## src/rtl/pcu_pkg.sv

```systemverilog
package pcu_pkg;

    typedef enum logic {
        ST_VECTOR = 1'b0,
        ST_RUN    = 1'b1
    } pcu_state_e;

    typedef enum logic [2:0] {
        SEL_HOLD = 3'd0,
        SEL_SEQ  = 3'd1,
        SEL_BR   = 3'd2,
        SEL_JMP  = 3'd3,
        SEL_BUS  = 3'd4
    } pc_sel_e;

endpackage

```

## src/rtl/pcu_offset_ext.sv

```systemverilog
module pcu_offset_ext #(
    parameter int IN_W  = 11,
    parameter int OUT_W = 16
) (
    input  logic [IN_W-1:0]  off_in,
    output logic [OUT_W-1:0] off_out
);
    localparam int PAD_W = OUT_W - IN_W - 1;

    // sign-extend then scale from halfwords to bytes
    generate
        if (PAD_W > 0) begin : g_pad
            assign off_out = {{PAD_W{off_in[IN_W-1]}}, off_in, 1'b0};
        end else begin : g_nopad
            assign off_out = {off_in[OUT_W-2:0], 1'b0};
        end
    endgenerate
endmodule

```

## src/rtl/pcu_target_add.sv

```systemverilog
module pcu_target_add #(
    parameter int PC_W = 16
) (
    input  logic [PC_W-1:0] pc_cur,
    input  logic [PC_W-1:0] br_disp,
    input  logic [PC_W-1:0] j_disp,
    output logic [PC_W-1:0] pc_seq,
    output logic [PC_W-1:0] pc_br,
    output logic [PC_W-1:0] pc_jmp
);
    localparam logic [PC_W-1:0] INSN_BYTES = PC_W'(2);

    // all sums wrap modulo 2^PC_W
    always_comb begin
        pc_seq = pc_cur + INSN_BYTES;
        pc_br  = pc_seq + br_disp;
        pc_jmp = pc_seq + j_disp;
    end
endmodule

```

## src/rtl/pcu_vector_drv.sv

```systemverilog
module pcu_vector_drv #(
    parameter int IDX_W = 4,
    parameter int PC_W  = 16
) (
    input  logic             drv_en,
    input  logic [IDX_W-1:0] idx,
    output logic [PC_W-1:0]  bus_out
);
    localparam int VEC_W = IDX_W + 1;

    logic [VEC_W-1:0] vec_raw;

    always_comb begin
        vec_raw = {idx, 1'b0};
        bus_out = drv_en ? PC_W'(vec_raw) : '0;
    end
endmodule

```

## src/rtl/pcu_ctrl.sv

```systemverilog
module pcu_ctrl
    import pcu_pkg::*;
#(
    parameter int IDX_W = 4
) (
    input  logic             clk,
    input  logic             rst_n,
    input  logic             exc_req,
    input  logic             invalid,
    input  logic [IDX_W-1:0] exc_idx,
    input  logic             jump,
    input  logic             link,
    input  logic             br_taken,
    output pc_sel_e          pc_sel,
    output logic             vec_drv,
    output logic [IDX_W-1:0] vec_idx,
    output logic             link_we
);
    pcu_state_e       state, state_nx;
    logic [IDX_W-1:0] idx_q;
    logic             take_exc;

    assign take_exc = exc_req | invalid;

    // state register; reset enters the vector state with index 0
    always_ff @(posedge clk or negedge rst_n) begin
        if (!rst_n) begin
            state <= ST_VECTOR;
            idx_q <= '0;
        end else begin
            state <= state_nx;
            if (state == ST_RUN && take_exc) begin
                idx_q <= exc_idx;
            end
        end
    end

    // next state
    always_comb begin
        state_nx = state;
        unique case (state)
            ST_VECTOR: state_nx = ST_RUN;
            ST_RUN:    state_nx = take_exc ? ST_VECTOR : ST_RUN;
            default:   state_nx = ST_VECTOR;
        endcase
    end

    // outputs
    always_comb begin
        pc_sel  = SEL_SEQ;
        vec_drv = 1'b0;
        link_we = 1'b0;
        unique case (state)
            ST_VECTOR: begin
                vec_drv = 1'b1;
                pc_sel  = SEL_BUS;
            end
            ST_RUN: begin
                if (take_exc) begin
                    pc_sel = SEL_HOLD;
                end else if (jump) begin
                    pc_sel  = SEL_JMP;
                    link_we = link;
                end else if (br_taken) begin
                    pc_sel = SEL_BR;
                end else begin
                    pc_sel = SEL_SEQ;
                end
            end
            default: pc_sel = SEL_HOLD;
        endcase
    end

    assign vec_idx = idx_q;
endmodule

```

## src/rtl/pc_jump_unit.sv

```systemverilog
module pc_jump_unit
    import pcu_pkg::*;
#(
    parameter int PC_W   = 16,
    parameter int JOFF_W = 11,
    parameter int BOFF_W = 8,
    parameter int XIDX_W = 4
) (
    input  logic              clk,
    input  logic              rst_n,
    input  logic              exc_req,
    input  logic              invalid,
    input  logic [XIDX_W-1:0] exc_idx,
    input  logic              jump,
    input  logic              link,
    input  logic [JOFF_W-1:0] j_off,
    input  logic              br_taken,
    input  logic [BOFF_W-1:0] br_off,
    output logic [PC_W-1:0]   pc,
    output logic              link_we,
    output logic [PC_W-1:0]   link_val,
    output logic              bbus_drv,
    output logic [PC_W-1:0]   bbus
);
    pc_sel_e           sel;
    logic [XIDX_W-1:0] vidx;
    logic [PC_W-1:0]   j_disp, b_disp;
    logic [PC_W-1:0]   nx_seq, nx_br, nx_jmp;
    logic [PC_W-1:0]   pc_q;

    pcu_ctrl #(.IDX_W(XIDX_W)) u_ctrl (
        .clk      (clk),
        .rst_n    (rst_n),
        .exc_req  (exc_req),
        .invalid  (invalid),
        .exc_idx  (exc_idx),
        .jump     (jump),
        .link     (link),
        .br_taken (br_taken),
        .pc_sel   (sel),
        .vec_drv  (bbus_drv),
        .vec_idx  (vidx),
        .link_we  (link_we)
    );

    pcu_offset_ext #(.IN_W(JOFF_W), .OUT_W(PC_W)) u_jext (
        .off_in  (j_off),
        .off_out (j_disp)
    );

    pcu_offset_ext #(.IN_W(BOFF_W), .OUT_W(PC_W)) u_bext (
        .off_in  (br_off),
        .off_out (b_disp)
    );

    pcu_target_add #(.PC_W(PC_W)) u_add (
        .pc_cur  (pc_q),
        .br_disp (b_disp),
        .j_disp  (j_disp),
        .pc_seq  (nx_seq),
        .pc_br   (nx_br),
        .pc_jmp  (nx_jmp)
    );

    pcu_vector_drv #(.IDX_W(XIDX_W), .PC_W(PC_W)) u_vdrv (
        .drv_en  (bbus_drv),
        .idx     (vidx),
        .bus_out (bbus)
    );

    // pc register: loaded only from the adder outputs or the operand bus
    always_ff @(posedge clk or negedge rst_n) begin
        if (!rst_n) begin
            pc_q <= '0;
        end else begin
            unique case (sel)
                SEL_HOLD: pc_q <= pc_q;
                SEL_SEQ:  pc_q <= nx_seq;
                SEL_BR:   pc_q <= nx_br;
                SEL_JMP:  pc_q <= nx_jmp;
                SEL_BUS:  pc_q <= bbus;
                default:  pc_q <= pc_q;
            endcase
        end
    end

    assign pc       = pc_q;
    assign link_val = nx_seq;
endmodule

```

## config.mk

```make
export PLATFORM = sky130hd
export DESIGN_NAME = pc_jump_unit
export DESIGN_NICKNAME = d
export VERILOG_FILES = /design/src/rtl/pcu_pkg.sv /design/src/rtl/pcu_offset_ext.sv /design/src/rtl/pcu_target_add.sv /design/src/rtl/pcu_vector_drv.sv /design/src/rtl/pcu_ctrl.sv /design/src/rtl/pc_jump_unit.sv
export SDC_FILE = /design/constraint.sdc
export NUM_CORES = 1
export LEC_CHECK = 0
export CAP_MARGIN = 0
export CORE_MARGIN = 4
export CORE_UTILIZATION = 54
export CTS_BUF_LIST = sky130_fd_sc_hd__clkbuf_4
export DETAILED_ROUTE_END_ITERATION = 10
export GPL_TIMING_DRIVEN = 1
export PLACE_DENSITY = 0.84
export SLEW_MARGIN = 25
export SYNTH_ARGS = -nofsm -noshare
export SYNTH_HDL_FRONTEND = slang
export SYNTH_HIERARCHICAL = 1
export SYNTH_SLANG_ARGS = --single-unit
```

## constraint.sdc

```tcl
create_clock -name clk -period 4.3 [get_ports clk]
set_input_delay 0.645 -clock clk [delete_from_list [all_inputs] [get_ports clk]]
set_output_delay 0.645 -clock clk [all_outputs]
set_load 0.1 [all_outputs]
```

==> Word level (Yosys, flattened, before mapping) <==
Cells that the tools add are included.
{ "classes": {"add_sub_neg": 3, "n_eq_ne": 4, "muxes": 12, "n_bitwise": 2, "n_reduce_logical": 2} }
{ "ops": {"columns": ["operator", "n"], "rows": [
  ["$pmux W16 S4", 1],
  ["$add A16 B16 Y16", 2],
  ["$add A16 B2 Y16 const B", 1],
  ["$eq A3 B2 Y1 const B", 2],
  ["$mux W3", 2],
  ["$pmux W3 S2", 1],
  ["$mux W1", 5],
  ["$mux W5", 1],
  ["$reduce_bool A4 Y1", 1],
  ["$eq A3 B1 Y1 const B", 1],
  ["$eq A3 B3 Y1 const B", 1],
  ["$mux W2", 1],
  ["$pmux W1 S2", 1],
  ["$logic_and A1 B1 Y1", 1],
  ["$not A1 Y1", 1],
  ["$or A1 B1 Y1", 1]
]} }
{ "totals": {"register_bits": 21, "out_inout_bits": 50, "word_cells": 26} }

==> Longest topological paths before layout <==
{ "logic_depth": {"word_depth": 6, "ltp_mapped": 14, "ltp_nobuf": 14} }

==> Modules after synthesis <==
The synthesis kept the hierarchy.
{ "by_module_without_submodules": {"columns": ["module", "instances", "cells_each", "area_per_inst_um2", "seq_area_each_um2"], "rows": [
  ["pcu_target_add", 1, 245, 1775.5, 0.0],
  ["pc_jump_unit", 1, 116, 1320.0, 400.4],
  ["pcu_offset_ext", 2, 17, 123.9, 0.0],
  ["pcu_ctrl", 1, 17, 235.2, 125.1],
  ["pcu_vector_drv", 1, 17, 118.9, 0.0]
]} }

==> Worst setup path after synthesis <==
Ideal clock, no wire load.
{ "synth_path": {"path_type": "flip-flop to flip-flop", "startpoint": "register pc_q[3] (netlist: pc[3])", "endpoint": "register pc_q[13] (netlist: pc[13])", "setup_time_ns": 0.125, "t_arrival_ns": 5.272, "t_required_ns": 4.175, "setup_slack_ns": -1.098, "stages_incl_launch_ff": 15, "path_buffers": 0, "cell_sequence": "dfrtp_1 > and2_1 > nand4_1 > nor2_1 > nand2_1 > xnor2_1 > ha_1 > a21oi_1 > nand2_1 > a2111oi_0 > a31oi_1 > o2111a_1 > and4bb_2 > a221oi_2 > o2bb2ai_1"} }
{ "synth_between": {"elab_chain_cells": 3, "word_cells_on_any_way": 4} }
{ "synth_rtl": {"columns": ["element", "line", "source"], "rows": [
  ["from (decl)", "pc_jump_unit.sv:29", "logic [PC_W-1:0] pc_q;"],
  ["from (signal assigned)", "pc_jump_unit.sv:77", "SEL_HOLD: pc_q <= pc_q;"],
  ["from (signal assigned)", "pc_jump_unit.sv:78", "SEL_SEQ: pc_q <= nx_seq;"],
  ["from (signal assigned)", "pc_jump_unit.sv:79", "SEL_BR: pc_q <= nx_br;"],
  ["$add A16 B2 Y16", "pcu_target_add.sv:15", "pc_seq = pc_cur + INSN_BYTES;"],
  ["via link_val[10]", "pc_jump_unit.sv:21", "output logic [PC_W-1:0] link_val,"],
  ["$add A16 B16 Y16", "pcu_target_add.sv:16", "pc_br = pc_seq + br_disp;"],
  ["via nx_br[13]", "pc_jump_unit.sv:28", "logic [PC_W-1:0] nx_seq, nx_br, nx_jmp;"],
  ["$pmux W16 S4", "pc_jump_unit.sv:76", "unique case (sel)"]
]} }
The timed path passes the listed nets, and every way through them passes these cells.
A chain may end at the register's enable or synchronous reset.

==> Worst setup path after layout <==
{ "layout_path": {"startpoint": "register pc_q[3] (netlist: pc[3])", "endpoint": "register pc_q[13] (netlist: pc[13])"} }
{ "layout_between": {"elab_chain_cells": 3, "word_cells_on_any_way": 4} }
{ "layout_rtl": {"columns": ["element", "line"], "rows": [
  ["$add A16 B2 Y16", "pcu_target_add.sv:15"],
  ["$add A16 B16 Y16", "pcu_target_add.sv:16"],
  ["via nx_br[13]", "pc_jump_unit.sv:28"],
  ["$pmux W16 S4", "pc_jump_unit.sv:76"]
]} }
The timed path passes the listed nets, and every way through them passes these cells.

==> impl.org <==
** Timing
- Unrepaired setup endpoints after global routing :: no
- Pin slew with the least headroom to its limit :: 0.9933 ns
- Max-Slew Margin vs Limit :: 0.3358
- Final Setup Violations :: 0
- Setup slack closes at 0.6883 ns.
- Subtracting the final worst setup slack from the clock period gives 3.612 ns.
- Worst clock skew :: 0.01086 ns
- Max Slew Vio Count :: 0
- Fmax achieved :: 0.2769 GHz
- Final Cycle Share :: 0.8399
- Final hold violation count :: 0
- Final TNS setup :: 0 ns

** Layout
- Diode count :: 0
- Share of post-route cells with drive strength above 1 :: 0.1744
- Number of cells in the finished layout apart from fillers :: 530
- After filler insertion, the fill cell instance count of the layout stands at 560.
- The final layout contains 523 nets.
- Compared with the post-synthesis result, the final layout area differs by 14.96%.

** Synthesis
- Most instantiated flip-flop cell in the synthesis netlist :: dfrtp_1
- Synth Cell Area :: 0.003697 mm2
- During synthesis, Yosys emitted a total of 6 warnings.
- Counting flops and latches in the post-synthesis netlist gives 21.
- The average instance in the mapped netlist occupies 8.618 um2.
- EDFF count, synth :: 0
- Counting flops with an async set or reset pin after synthesis yields a share of 1.000.
- The share of the Yosys chip area taken by registers is 0.1421.
- The cell count after synthesis came out at 429.
- After synthesis, the netlist uses 57 different library cells.

** Drt
- Avg Vias per Cell :: 6.130
- Vias after detailed routing :: 3249
- Dividing the detail-routed wire length by the instance count gives 17.71 um.
- Aggregate routed wire length :: 9385 um
- After the first detailed-routing iteration, the DRC count stood at 175.
- The first detailed-routing pass took 5 iterations.
- In the routed design, unresolved DRC markers number 0.
- Once detail routing completed, the nets flagged for antenna violations numbered 0.

** Floorplanning
- For this configuration, the core starts out at a cell density of 0.5693.
- Full die area :: 0.008235 mm2
- Vertical die dimension :: 90.75 um
- I/O pin count :: 80
- X dimension of the die :: 90.75 um
- In this run the standard cell core region covers 0.006495 mm2.
- Number of core rows :: 29

** Worst setup path
- Endpoint class of the critical path :: flip-flop
- The worst register-to-register path ends at pc[13]$_DFFE_PN0P_.
- RR Startpoint :: pc[3]$_DFFE_PN0P_
- Slowest library cell on the worst path :: dfrtp_2
- Data on the critical path arrives at its endpoint at 3.83 ns.
- The critical path contains buffers and inverters numbering 0 combined.
- Of all nets on the critical path, the largest fanout is 6.
- STA puts the critical path data required time at 4.51 ns.
- Series of cell instances along the critical path :: and2_1, nand4_1, nor2_1, and4_1, xor2_4, ha_1, a21oi_1, nand2_1, a2111oi_0, a31oi_1, o2111a_1, and4bb_2, a221oi_2, o2bb2ai_1
- Worst reg2reg setup slack :: 0.69 ns
- Worst path top cell family by delay :: simple AND/OR/NAND/NOR gates
- Counting cells, the worst reg-to-reg path comes to 14.
- The worst setup path is launched from a flip-flop.
- Slowest Stage Delay on Critical Path :: 0.47 ns
- The worst setup path is of the reg -> reg kind.

** CTS
- After clock tree synthesis, the clock-pin slew on the worst setup and hold paths is 0.14 ns.
- Clock tree root buffer cell :: clkbuf_4
- Count of cells resized by post-cts repair :: 0
- Quantity of hold-fixing buffers added after cts :: 0
- Sink count of the clock tree :: 21
- Later-pin clock latency in the skew report :: 0.32 ns
- CTS built an H-tree with a depth of 1.
- Post-CTS Repair Setup Buffers :: 0
- TritonCTS built the clock tree.
- Counting the buffers created by CTS gives 3.
- In this run the deepest clock path goes through 2 buffers.

** Place
- Detailed placement finished with a half-perimeter wire length of 7627 um.
- Number of placed instances, taps included :: 526
- The congestion estimate from routability-driven global placement came to 0.9125.
- Input/output buffers :: 67
- Post-placement setup slack :: 0.7863 ns

** GRT
- The number of antenna violations at the first check in global routing is 0.
- Entering global routing, the biggest net connects 35 pins.
- Number of global-route vias before repair :: 3276
- The first global-routing pass estimated 15480 um of wire.
- GRT Resource Usage Total :: 0.2281
- Global route overflow :: 0

** Power and ir drop
- Power density relative to cell area :: 726.4 mW/mm2
- In this run the power spent charging and discharging nets is 1.950 mW.
- Summed over all cells, the static leakage comes to 1.744 nW.
- Combinational share of power :: 0.841
- Of the total power, the share spent switching nets is 0.6316.
- Internal power comes to 1.137 mW.
- Sequential cell fraction of total power :: 0.125
- VDD sags by at most 0.7559 mV.
- Portion of total power attributed to the clock network :: 0.034

** Hold path
- The path class of the tightest hold or removal check is in -> async.

** Run
- Maximum capacitance violations :: 0

** Status
- Outcome :: finished, final reports clean
[worst max-delay path by stage]
stage	from	to	slack (ns)	cells past startpoint
global placement	pc[3]$_DFFE_PN0P_	pc[13]$_DFFE_PN0P_	0.92	14
finish	pc[3]$_DFFE_PN0P_	pc[13]$_DFFE_PN0P_	0.69	14
global route	pc[3]$_DFFE_PN0P_	pc[13]$_DFFE_PN0P_	0.46	14
detailed placement	pc[3]$_DFFE_PN0P_	pc[13]$_DFFE_PN0P_	0.79	14
CTS	pc[3]$_DFFE_PN0P_	pc[13]$_DFFE_PN0P_	0.73	14
floorplan	pc[6]$_DFFE_PN0P_	pc[15]$_DFFE_PN0P_	0.05	13
[synth_stat cells (all sizes together), types with 4 or more instances]
library cell  number  area share
ha                37        0.13
nor2               9      0.0098
a31oi              4      0.0068
o2bb2ai           16       0.038
nor2b              5      0.0085
o21bai             4      0.0081
a21oi             34       0.046
o21ai             20       0.031
nand4              7       0.015
dfrtp             21        0.14
nand2             25       0.025
nand2b            23       0.039
and3               5      0.0085
xnor2             24       0.057
and4bb            14       0.047
and2               8       0.014
xor2              16       0.040
buf               60        0.13
mux2               4       0.012
nor3              18       0.024
a221oi            16       0.062
inv               13       0.013
nand3              8       0.012
[registers in the layout (all words and copies together) (netlist names)]
name and cells:
pc 16, u_ctrl/vec_idx 4, u_ctrl/state 1
[layout make-up]
type / instances / area [um2] / area share
timing repair buffer: 72 / 678.2 / 0.1596
clock buffer: 3 / 22.52 / 0.005299
multi-input combinational: 343 / 2865 / 0.6741
tap: 77 / 96.34 / 0.02267
clock inverter: 1 / 7.507 / 0.001766
sequential: 21 / 531.8 / 0.1251
inverter: 13 / 48.80 / 0.01148
[through the flow]
step	hold WS [ns]	util	power [mW]	instance area, um2
floorplan	0.3494	-	2.481	3914
global placement	0.4825	0.6498	2.919	4220
detailed placement	0.4877	0.6498	2.966	4220
CTS	0.5190	0.6544	3.078	4250
global route	0.2777	0.6544	3.294	4250
finish	0.2631	0.6544	3.088	4250
[layout by cell type (no fill, tap or decap), drive strengths merged, types with 5 or more instances in the layout]
master and instances:
and4bb 14, ha 37, a21oi 34, clkdlybuf4s50 56
nand2b 23, xor2 16, nand2 25, nor2 9
a221oi 16, inv 13, nand3 8, dfrtp 21
xnor2 24, and2 8, nor2b 5, buf 16
nand4 7, o21ai 20, nor3 18, and3 5
o2bb2ai 16, conb 14
[kinds of logic (layout without fill, tap and decap cells)]
| logic type | Yosys count | count (layout) | share of synthesized area |
|---|---|---|---|
| and+or+nand+nor | 131 | 131 | 0.2298 |
| adders and majority gates | 39 | 39 | 0.1360 |
| muxes | 6 | 6 | 0.01760 |
| AOI/OAI and AO/OA | 113 | 113 | 0.2328 |
| other | 3 | 14 | 0.003045 |
| xor gates and xnor gates | 40 | 40 | 0.09679 |
| buffers and inverters | 76 | 89 | 0.1418 |
| DFF | 21 | 21 | 0.1421 |
[power by group through the flow]
stage / Clock (mW) / Sequential [mW] / Combinational (mW)
global route: 0.118 / 0.398 / 2.78
finish: 0.106 / 0.385 / 2.60
detailed placement: 0 / 0.389 / 2.58
CTS: 0.108 / 0.384 / 2.59
global placement: 0 / 0.383 / 2.54
floorplan: 0 / 0.758 / 1.72
[metal layers]
layer,global-route usage,wire length [um],part of all wire
met5,0,0,0
met1,0.2912,4012,0.43
met4,0.06378,259,0.028
met3,0.04000,542,0.058
met2,0.3935,4571,0.49
(Power assumes the default switching activity.)
